## config.mk

```make
export PLATFORM = sky130hd
export DESIGN_NAME = dual_bitstream_adc
export DESIGN_NICKNAME = d
export VERILOG_FILES = /design/src/rtl/bsadc_pkg.sv /design/src/rtl/bsadc_sync.sv /design/src/rtl/bsadc_window.sv /design/src/rtl/bsadc_chan.sv /design/src/rtl/dual_bitstream_adc.sv
export SDC_FILE = /design/constraint.sdc
export NUM_CORES = 1
export LEC_CHECK = 0
export BUFFER_PORTS_ARGS = -buffer_cell sky130_fd_sc_hd__buf_2
export CORE_AREA = 2 2 65 67
export CTS_BUF_LIST = sky130_fd_sc_hd__clkbuf_4 sky130_fd_sc_hd__clkbuf_8
export DETAILED_ROUTE_END_ITERATION = 10
export DIE_AREA = 0 0 67 69
export PLACE_DENSITY = 0.81
export SYNTH_ARGS = -nofsm -noshare
export SYNTH_HDL_FRONTEND = slang
export SYNTH_SLANG_ARGS = --single-unit
```

## constraint.sdc

```tcl
create_clock -name clk -period 2.3 [get_ports clk]
set_clock_uncertainty 0.15 [all_clocks]
set_input_delay 0.23 -clock clk [delete_from_list [all_inputs] [get_ports clk]]
set_output_delay 0.23 -clock clk [all_outputs]
set_load 0.05 [all_outputs]
```

## src/rtl/bsadc_pkg.sv

```systemverilog
package bsadc_pkg;
    localparam int NUM_CH = 2;

    function automatic logic [7:0] unused_marker();
        return 8'h00;
    endfunction
endpackage

```

## src/rtl/bsadc_sync.sv

```systemverilog
module bsadc_sync #(
    parameter int WIDTH  = 2,
    parameter int STAGES = 2
) (
    input  logic             clk,
    input  logic             rst_n,
    input  logic [WIDTH-1:0] async_i,
    output logic [WIDTH-1:0] sync_o
);
    logic [WIDTH-1:0] stage_d [STAGES];
    logic [WIDTH-1:0] stage_q [STAGES];

    always_comb begin
        stage_d[0] = async_i;
        for (int s = 1; s < STAGES; s++) begin
            stage_d[s] = stage_q[s-1];
        end
    end

    always_ff @(posedge clk) begin
        for (int s = 0; s < STAGES; s++) begin
            if (!rst_n) stage_q[s] <= '0;
            else        stage_q[s] <= stage_d[s];
        end
    end

    assign sync_o = stage_q[STAGES-1];
endmodule

```

## src/rtl/bsadc_window.sv

```systemverilog
module bsadc_window #(
    parameter int CNT_W = 8
) (
    input  logic clk,
    input  logic rst_n,
    input  logic tick_en,
    output logic wrap_o
);
    localparam logic [CNT_W-1:0] LAST = '1;

    logic [CNT_W-1:0] cnt_d, cnt_q;

    always_comb begin
        cnt_d  = cnt_q;
        wrap_o = 1'b0;
        if (tick_en) begin
            cnt_d  = cnt_q + 1'b1;
            wrap_o = (cnt_q == LAST);
        end
    end

    always_ff @(posedge clk) begin
        if (!rst_n) cnt_q <= '0;
        else        cnt_q <= cnt_d;
    end
endmodule

```

## src/rtl/bsadc_chan.sv

```systemverilog
module bsadc_chan #(
    parameter int RES_W = 8
) (
    input  logic             clk,
    input  logic             rst_n,
    input  logic             tick_en,
    input  logic             wrap_i,
    input  logic             level_i,
    output logic             fb_o,
    output logic [RES_W-1:0] result_o
);
    localparam logic [RES_W-1:0] CEIL = '1;

    typedef struct packed {
        logic             fb;
        logic [RES_W-1:0] acc;
        logic [RES_W-1:0] res;
    } chan_t;

    chan_t st_d, st_q;
    logic [RES_W-1:0] acc_step;

    always_comb begin
        st_d     = st_q;
        acc_step = st_q.acc;
        if (tick_en) begin
            st_d.fb = ~level_i;
            if (~level_i && (st_q.acc != CEIL)) begin
                acc_step = st_q.acc + 1'b1;
            end
            if (wrap_i) begin
                st_d.res = acc_step;
                st_d.acc = '0;
            end else begin
                st_d.acc = acc_step;
            end
        end
    end

    always_ff @(posedge clk) begin
        if (!rst_n) st_q <= '0;
        else        st_q <= st_d;
    end

    assign fb_o     = st_q.fb;
    assign result_o = st_q.res;
endmodule

```

## src/rtl/dual_bitstream_adc.sv

```systemverilog
module dual_bitstream_adc
    import bsadc_pkg::*;
#(
    parameter int RES_W       = 8,
    parameter int SYNC_STAGES = 2
) (
    input  logic             clk,
    input  logic             rst_n,
    input  logic             tick_en,
    input  logic [1:0]       cmp_in,
    output logic [1:0]       fb_out,
    output logic [RES_W-1:0] result0,
    output logic [RES_W-1:0] result1,
    output logic             result_valid
);
    logic [NUM_CH-1:0] lvl_sync;
    logic              wrap;
    logic [RES_W-1:0]  res_arr [NUM_CH];
    logic              valid_d, valid_q;

    bsadc_sync #(.WIDTH(NUM_CH), .STAGES(SYNC_STAGES)) u_sync (
        .clk    (clk),
        .rst_n  (rst_n),
        .async_i(cmp_in),
        .sync_o (lvl_sync)
    );

    bsadc_window #(.CNT_W(RES_W)) u_win (
        .clk    (clk),
        .rst_n  (rst_n),
        .tick_en(tick_en),
        .wrap_o (wrap)
    );

    for (genvar c = 0; c < NUM_CH; c++) begin : g_ch
        bsadc_chan #(.RES_W(RES_W)) u_chan (
            .clk     (clk),
            .rst_n   (rst_n),
            .tick_en (tick_en),
            .wrap_i  (wrap),
            .level_i (lvl_sync[c]),
            .fb_o    (fb_out[c]),
            .result_o(res_arr[c])
        );
    end

    always_comb begin
        valid_d = wrap;
    end

    always_ff @(posedge clk) begin
        if (!rst_n) valid_q <= 1'b0;
        else        valid_q <= valid_d;
    end

    assign result0      = res_arr[0];
    assign result1      = res_arr[1];
    assign result_valid = valid_q;
endmodule

```

==> flow_summary.ini, run 1 <==
[timing]
final_hold_viol_count = 0
worstMarginPinSlew_ns = 0.4859
fin_crit_sh = 0.9024
setup_slack_ns = 0.2245
rsz0062_at_grt = no
maxSlewHeadroom = 0.6756
fin_setup_tns_ns = 0
period_minus_slack_ns = 2.075
slew_viol_final = 0
fmax_mhz = 481.8
setup_viol = 0

[floorplan]
rows = 23
die_h_um = 69
start_util = 0.5713
dieWidth_um = 67
die_area_mm2 = 0.004623
ioPinCount = 24
core-area_mm2 = 0.003914

[critical_path]
cp-end-kind = flop
slowest_stage = or4b_4
reg2reg_to = g_ch[1].u_chan.st_q[15]$_SDFFE_PN0P_
crit_path_start = u_sync.stage_q[1][1]$_SDFF_PN0_
critPathKind = flop to flop
reg2reg_slack_ns = 0.22
cp_top_family = simple AND/OR/NAND/NOR gates
cp-endpoint = g_ch[1].u_chan.st_q[15]$_SDFFE_PN0P_
cp.arrival_ns = 2.15
ff2ff_path_depth = 4
cp_max_fo = 7
cpPeakStageDelay_ns = 0.55
cp_num_cells = 4
worstPathCellList = nand4b_1, or4b_4, or4b_1, a31oi_1
worst-path-buf-inv = 0
rr_startpoint = u_sync.stage_q[1][1]$_SDFF_PN0_
startpoint_type = flop
required_ns = 2.38

[clocking]
htreeDepth = 2
clock-root-buffer = clkbuf_8
clk_pin_slew_ns = 0.08
cts_buffers = 5
cts_setup_buffers = 0
clk_latency_ns = 0.30
cts_buffer_depth = 2
cts_tree = done
cts_sinks = 47

[place]
dp_slack_ns = 0.2658
dp_hpwl_um = 2939
routabilityCongestion = 0.9429
port-buffer-count = 23

[detailed_routing]
vias = 1798
wl_um = 4289
drtIter0Drc = 168
drcViolationCount = 0
firstDrtPassIters = 4
drtAntennaViolNets = 0
routedWlPerCell_um = 13.66
vias_per_cell = 5.726

[min_path]
whs_path_depth = 3
min_path_type = input port to flop
hp-start = rst_n

[synth]
synth_seq_area_share = 0.4208
ys_top_cells_by_area = dfxtp_1 (42%), buf_4 (6.0%), nand2_1 (3.9%)
synth_top_area_frac = 0.4208
synth_cell_type_count = 43
syn-mean-instance-area_um2 = 8.666
synth_nets = 266
synth.cell_area_mm2 = 0.002236
yosysWarnings = 0
synthCells = 258
synth-seq-cells = 47
yosys.area.top_type = dfxtp_1

[final_layout]
area_growth_pct = 6.100
final_nets = 272
antennaDiodeCount = 0
fill_cells = 358
drive_gt1_frac = 0.1477

[grt]
grt_pass1_vias = 1608
grt_pass1_wl_um = 7314
grt_remaining_overflow = 0
grtUsageTotal = 0.1995
antenna_found_initial = 0
grt_max_degree = 35

[status]
status = finished clean

[pwr]
powerDensity_mw_per_mm2 = 604.8
total_leakage_power_nw = 0.9186
p_total_w = 0.001435
max-vdd-ir-drop_mv = 0.4708

[run]
drv_cap = 0
## per-layer routing
layer | part of all wire | GRT usage | wire, um | vias up
li1 | - | - | - | 924
met1 | 0.52 | 0.2918 | 2224 | 832
met2 | 0.43 | 0.2783 | 1842 | 35
met3 | 0.037 | 0.05220 | 158 | 7
met4 | 0.015 | 0.07483 | 63 | 0
met5 | 0 | 0 | 0 | -
## worst min-delay path by stage
stage | endpoint
finish | g_ch[0].u_chan.result_o[1]$_SDFFE_PN0P_
CTS | g_ch[0].u_chan.result_o[1]$_SDFFE_PN0P_
floorplan | u_sync.stage_q[0][0]$_SDFF_PN0_
global placement | u_sync.stage_q[1][0]$_SDFF_PN0_
global route | g_ch[0].u_chan.result_o[1]$_SDFFE_PN0P_
detailed placement | u_sync.stage_q[1][0]$_SDFF_PN0_
## metrics by stage
step / cells / hold slack, ns / util / area [um^2]
3_3_place_gp: 305 / 0.2670 / 0.5786 / 2265
4_1_cts: 314 / 0.2176 / 0.6061 / 2372
3_5_place_dp: 305 / 0.2669 / 0.5786 / 2265
2_1_floorplan: 258 / 0.2073 / - / 2236
6_report: 314 / 0.2264 / 0.6061 / 2372
5_1_grt: 314 / 0.2465 / 0.6061 / 2372
## cell usage in the layout (no fill, tap or decap), types with 2 or more instances in the layout
cell           count
a211oi_1          10
a21oi_1           13
a31oi_1            6
and2_1             6
and4_1             3
and4b_1            3
buf_2             23
buf_4              5
clkbuf_8           6
dfxtp_1           47
dlygate4sd3_1      2
ha_1               3
inv_1              3
mux2i_1            3
nand2_1           23
nand2b_1           2
nand3_1           14
nand3b_1           4
nand4_1            6
nor2_1            21
nor2b_1            2
o211ai_1           9
o21a_1             3
o21ai_0           14
o22ai_1            4
or4b_1             2
xnor2_1            3
xor2_1             8
## sequential cells by signal, indices dropped and copies added (netlist names)
register,cells
g_ch.u_chan.st_q,16
g_ch.u_chan.result_o,16
g_ch.u_chan.fb_o,2
u_sync.stage_q,4
result_valid,1
u_win.cnt_q,8
## timing repair
| action | 4_1_cts | 5_1_grt |
|---|---|---|
| hold endpoints to repair | 2 | 0 |
| hold buffers | 2 | 0 |
| gates resized for setup | 0 | 0 |
## cell type report
class	count	area (um^2)	share of cell area
Clock buffer	6	82.58	0.03481
Clock inverter	1	5.005	0.002110
Inverter	4	15.01	0.006329
Multi-Input combinational cell	176	1094	0.4610
Sequential cell	47	940.9	0.3966
Tap cell	50	62.56	0.02637
Timing Repair Buffer	30	172.7	0.07278
## Yosys cell counts (all sizes together)
cell type  count
a211oi        10
a21o           1
a21oi         13
a31oi          6
a41oi          1
and2           6
and3           1
and3b          1
and4           3
and4b          3
buf           21
clkbuf        10
dfxtp         47
ha             3
inv            4
mux2i          3
nand2         23
nand2b         2
nand3         15
nand3b         4
nand4          6
nand4b         1
nor2          21
nor2b          2
nor3           1
o2111ai        1
o211ai         9
o21a           3
o21ai         14
o21ba          1
o22ai          4
o31ai          1
o32ai          1
or2b           1
or3            1
or4b           3
xnor2          3
xor2           8
## tightest hold or removal path, delay by kind of cell
family                 cells  cell delay (ns)
AO/OA/AOI/OAI              2             0.16
buffers and inverters      1             0.23
## power breakdown
group / internal [W] / leakage [nW] / switching (W)
registers: 0.000829 / 0.381 / 0.0000167
logic: 0.0000331 / 0.490 / 0.0000541
clock network: 0.000236 / 0.0470 / 0.000266
total: 0.00110 / 0.919 / 0.000337
## logic make-up (layout without fill, tap and decap cells)
group,count (synthesis),after routing,share of synthesized area
simple gates,94,94,0.2306
buf+inv,35,41,0.09009
fa+ha+maj,3,3,0.01679
flops,47,47,0.4208
xor+xnor,11,11,0.04309
compound gates,65,65,0.1852
mux,3,3,0.01343
(Power assumes the default switching activity.)
==> run 2, diff against run 1 <==
--- a/config.mk
+++ b/config.mk
@@ -6,11 +6,13 @@
 export NUM_CORES = 1
 export LEC_CHECK = 0
 export BUFFER_PORTS_ARGS = -buffer_cell sky130_fd_sc_hd__buf_2
-export CORE_AREA = 2 2 65 67
+export CELL_PAD_IN_SITES_DETAIL_PLACEMENT = 2
+export CELL_PAD_IN_SITES_GLOBAL_PLACEMENT = 2
+export CORE_AREA = 2 2 81 83
 export CTS_BUF_LIST = sky130_fd_sc_hd__clkbuf_4 sky130_fd_sc_hd__clkbuf_8
 export DETAILED_ROUTE_END_ITERATION = 10
-export DIE_AREA = 0 0 67 69
-export PLACE_DENSITY = 0.81
+export DIE_AREA = 0 0 83 85
+export PLACE_DENSITY = 0.83
 export SYNTH_ARGS = -nofsm -noshare
 export SYNTH_HDL_FRONTEND = slang
 export SYNTH_SLANG_ARGS = --single-unit
==> run 2 against run 1 <==
Effect of this change:
- global-route usage is 2.5 points lower
- sequential cell count stayed put
- via count is 3.7% higher
- die area is 53% higher
- clock-buffer cell count stayed put
- clock power is 2% higher
- critical path depth is 1 higher
- maximum frequency is 1.7% higher
- wire length is 32% higher
- critical endpoint unchanged
==> flow_summary.ini, run 2 (same netlist as run 1, synthesis figures left out) <==
[floorplan]
start_util = 0.3604
dieWidth_um = 83
die_h_um = 85
rows = 29
core-area_mm2 = 0.006205
ioPinCount = 24
die_area_mm2 = 0.007055

[pwr]
total_leakage_power_nw = 0.9221
p_sw_w = 0.0003561
internal-power_w = 0.001099
switching_share = 0.2447
max-vdd-ir-drop_mv = 0.3441
p_clk_frac = 0.353
powerDensity_mw_per_mm2 = 602.9
p_seq_frac = 0.582
combPwrFrac = 0.064

[timing]
rsz0062_at_grt = no
fmax_mhz = 489.8
worstMarginPinSlew_ns = 0.5396
slew_viol_final = 0
fin_setup_tns_ns = 0
fin_crit_sh = 0.8876
final_hold_viol_count = 0
setup_viol = 0
period_minus_slack_ns = 2.041
maxSlewHeadroom = 0.6397
hold_ws_ns = 0.1727

[clocking]
clk_latency_ns = 0.31
htreeDepth = 2
cts_setup_buffers = 0
clk_pin_slew_ns = 0.08
cts_sinks = 47
cts_buffers = 5
cts_tree = done
cts_buffer_depth = 2
clock-root-buffer = clkbuf_8

[detailed_routing]
vias = 1864
drtIter0Drc = 68
vias_per_cell = 5.450
drtAntennaViolNets = 0
firstDrtPassIters = 4
drcViolationCount = 0
routedWlPerCell_um = 16.59
wl_um = 5674

[grt]
grt_max_degree = 35
grt_pass1_wl_um = 9984
antenna_found_initial = 0
grtUsageTotal = 0.1741
grt_pass1_vias = 1964
grt_remaining_overflow = 0

[final_layout]
area_growth_pct = 7.946
final_cell_mix = dfxtp_1 (47), nand2_1 (23), buf_2 (23), nor2_1 (21)
antennaDiodeCount = 0
final_nets = 273
drive_gt1_frac = 0.1509
final_common_cell = dfxtp_1
fill_cells = 707

[min_path]
min_path_type = input port to flop

[critical_path]
cp_max_fo = 6
critPathKind = flop to flop
required_ns = 2.39
startpoint_type = flop
cp.arrival_ns = 2.13
cp-end-kind = flop

[status]
status = finished clean

[place]
routabilityCongestion = 0.7865
port-buffer-count = 23
dp_hpwl_um = 4175

[run]
drv_cap = 0
-- run 2: cell count changes in the layout (fill, tap and decap cells not counted) --
cell	before	now
buf_4	5	6
-- run 2: power by group through the flow --
stage,clock network [W],logic (W),registers (W)
CTS,0.000536,0.0000946,0.000848
detailed placement,0,0.0000925,0.000867
global placement,0,0.0000905,0.000864
finish,0.000514,0.0000935,0.000847
floorplan,0,0.0000695,0.000861
global route,0.000568,0.000105,0.000851
-- run 2: final cells by class --
cell class / instances / area, um^2 / area share
timing repair buffer: 31 / 180.2 / 0.07465
tap: 77 / 96.34 / 0.03992
clock buffer: 6 / 82.58 / 0.03421
inverter: 4 / 15.01 / 0.006221
clock inverter: 1 / 5.005 / 0.002074
sequential: 47 / 940.9 / 0.3898
multi-input combinational: 176 / 1094 / 0.4531
-- run 2: final timing paths --
path,from,endpoint,slack [ns],cells past startpoint
hold reg to reg,u_sync.stage_q[0][1]$_SDFF_PN0_,u_sync.stage_q[1][1]$_SDFF_PN0_,0.29,1
setup / recovery,g_ch[1].u_chan.st_q[8]$_SDFFE_PN0P_,g_ch[1].u_chan.st_q[15]$_SDFFE_PN0P_,0.26,5
setup reg to reg,g_ch[1].u_chan.st_q[8]$_SDFFE_PN0P_,g_ch[1].u_chan.st_q[15]$_SDFFE_PN0P_,0.26,5
hold / removal,rst_n,g_ch[1].u_chan.result_o[1]$_SDFFE_PN0P_,0.17,3
-- run 2: stage by stage --
stage | worst slack (ns) | instance area (um^2) | total power [W] | utilization | cells
after detailed placement | 0.2469 | 2306 | 0.0009593 | 0.3716 | 333
after CTS | 0.2352 | 2414 | 0.001478 | 0.3890 | 342
final | 0.2585 | 2414 | 0.001455 | 0.3890 | 342
after global placement | 0.2960 | 2306 | 0.0009548 | 0.3716 | 333
after floorplan | 0.3614 | 2236 | 0.0009304 | - | 258
after global routing | 0.1140 | 2414 | 0.001524 | 0.3890 | 342
-- run 2: metal layers --
metal	share of wire	track usage	routed length, um	vias up
li1	-	-	-	921
met1	0.50	0.2289	2812	917
met2	0.47	0.2918	2682	24
met3	0.029	0.04377	162	2
met4	0.0030	0.03577	17	0
met5	0	0	0	-
-- run 2: timing repair --
| action | CTS | global route |
|---|---|---|
| resized for setup | 0 | 0 |
| hold buffers | 2 | 0 |
| endpoints found under the hold margin | 2 | 0 |
-- run 2: critical path: stages, from the launching register on --
cell	delay (ns)
dfxtp_1	0.37
ha_1	0.25
nand2_1	0.09
or4b_4	0.48
or4b_1	0.47
a31oi_1	0.16
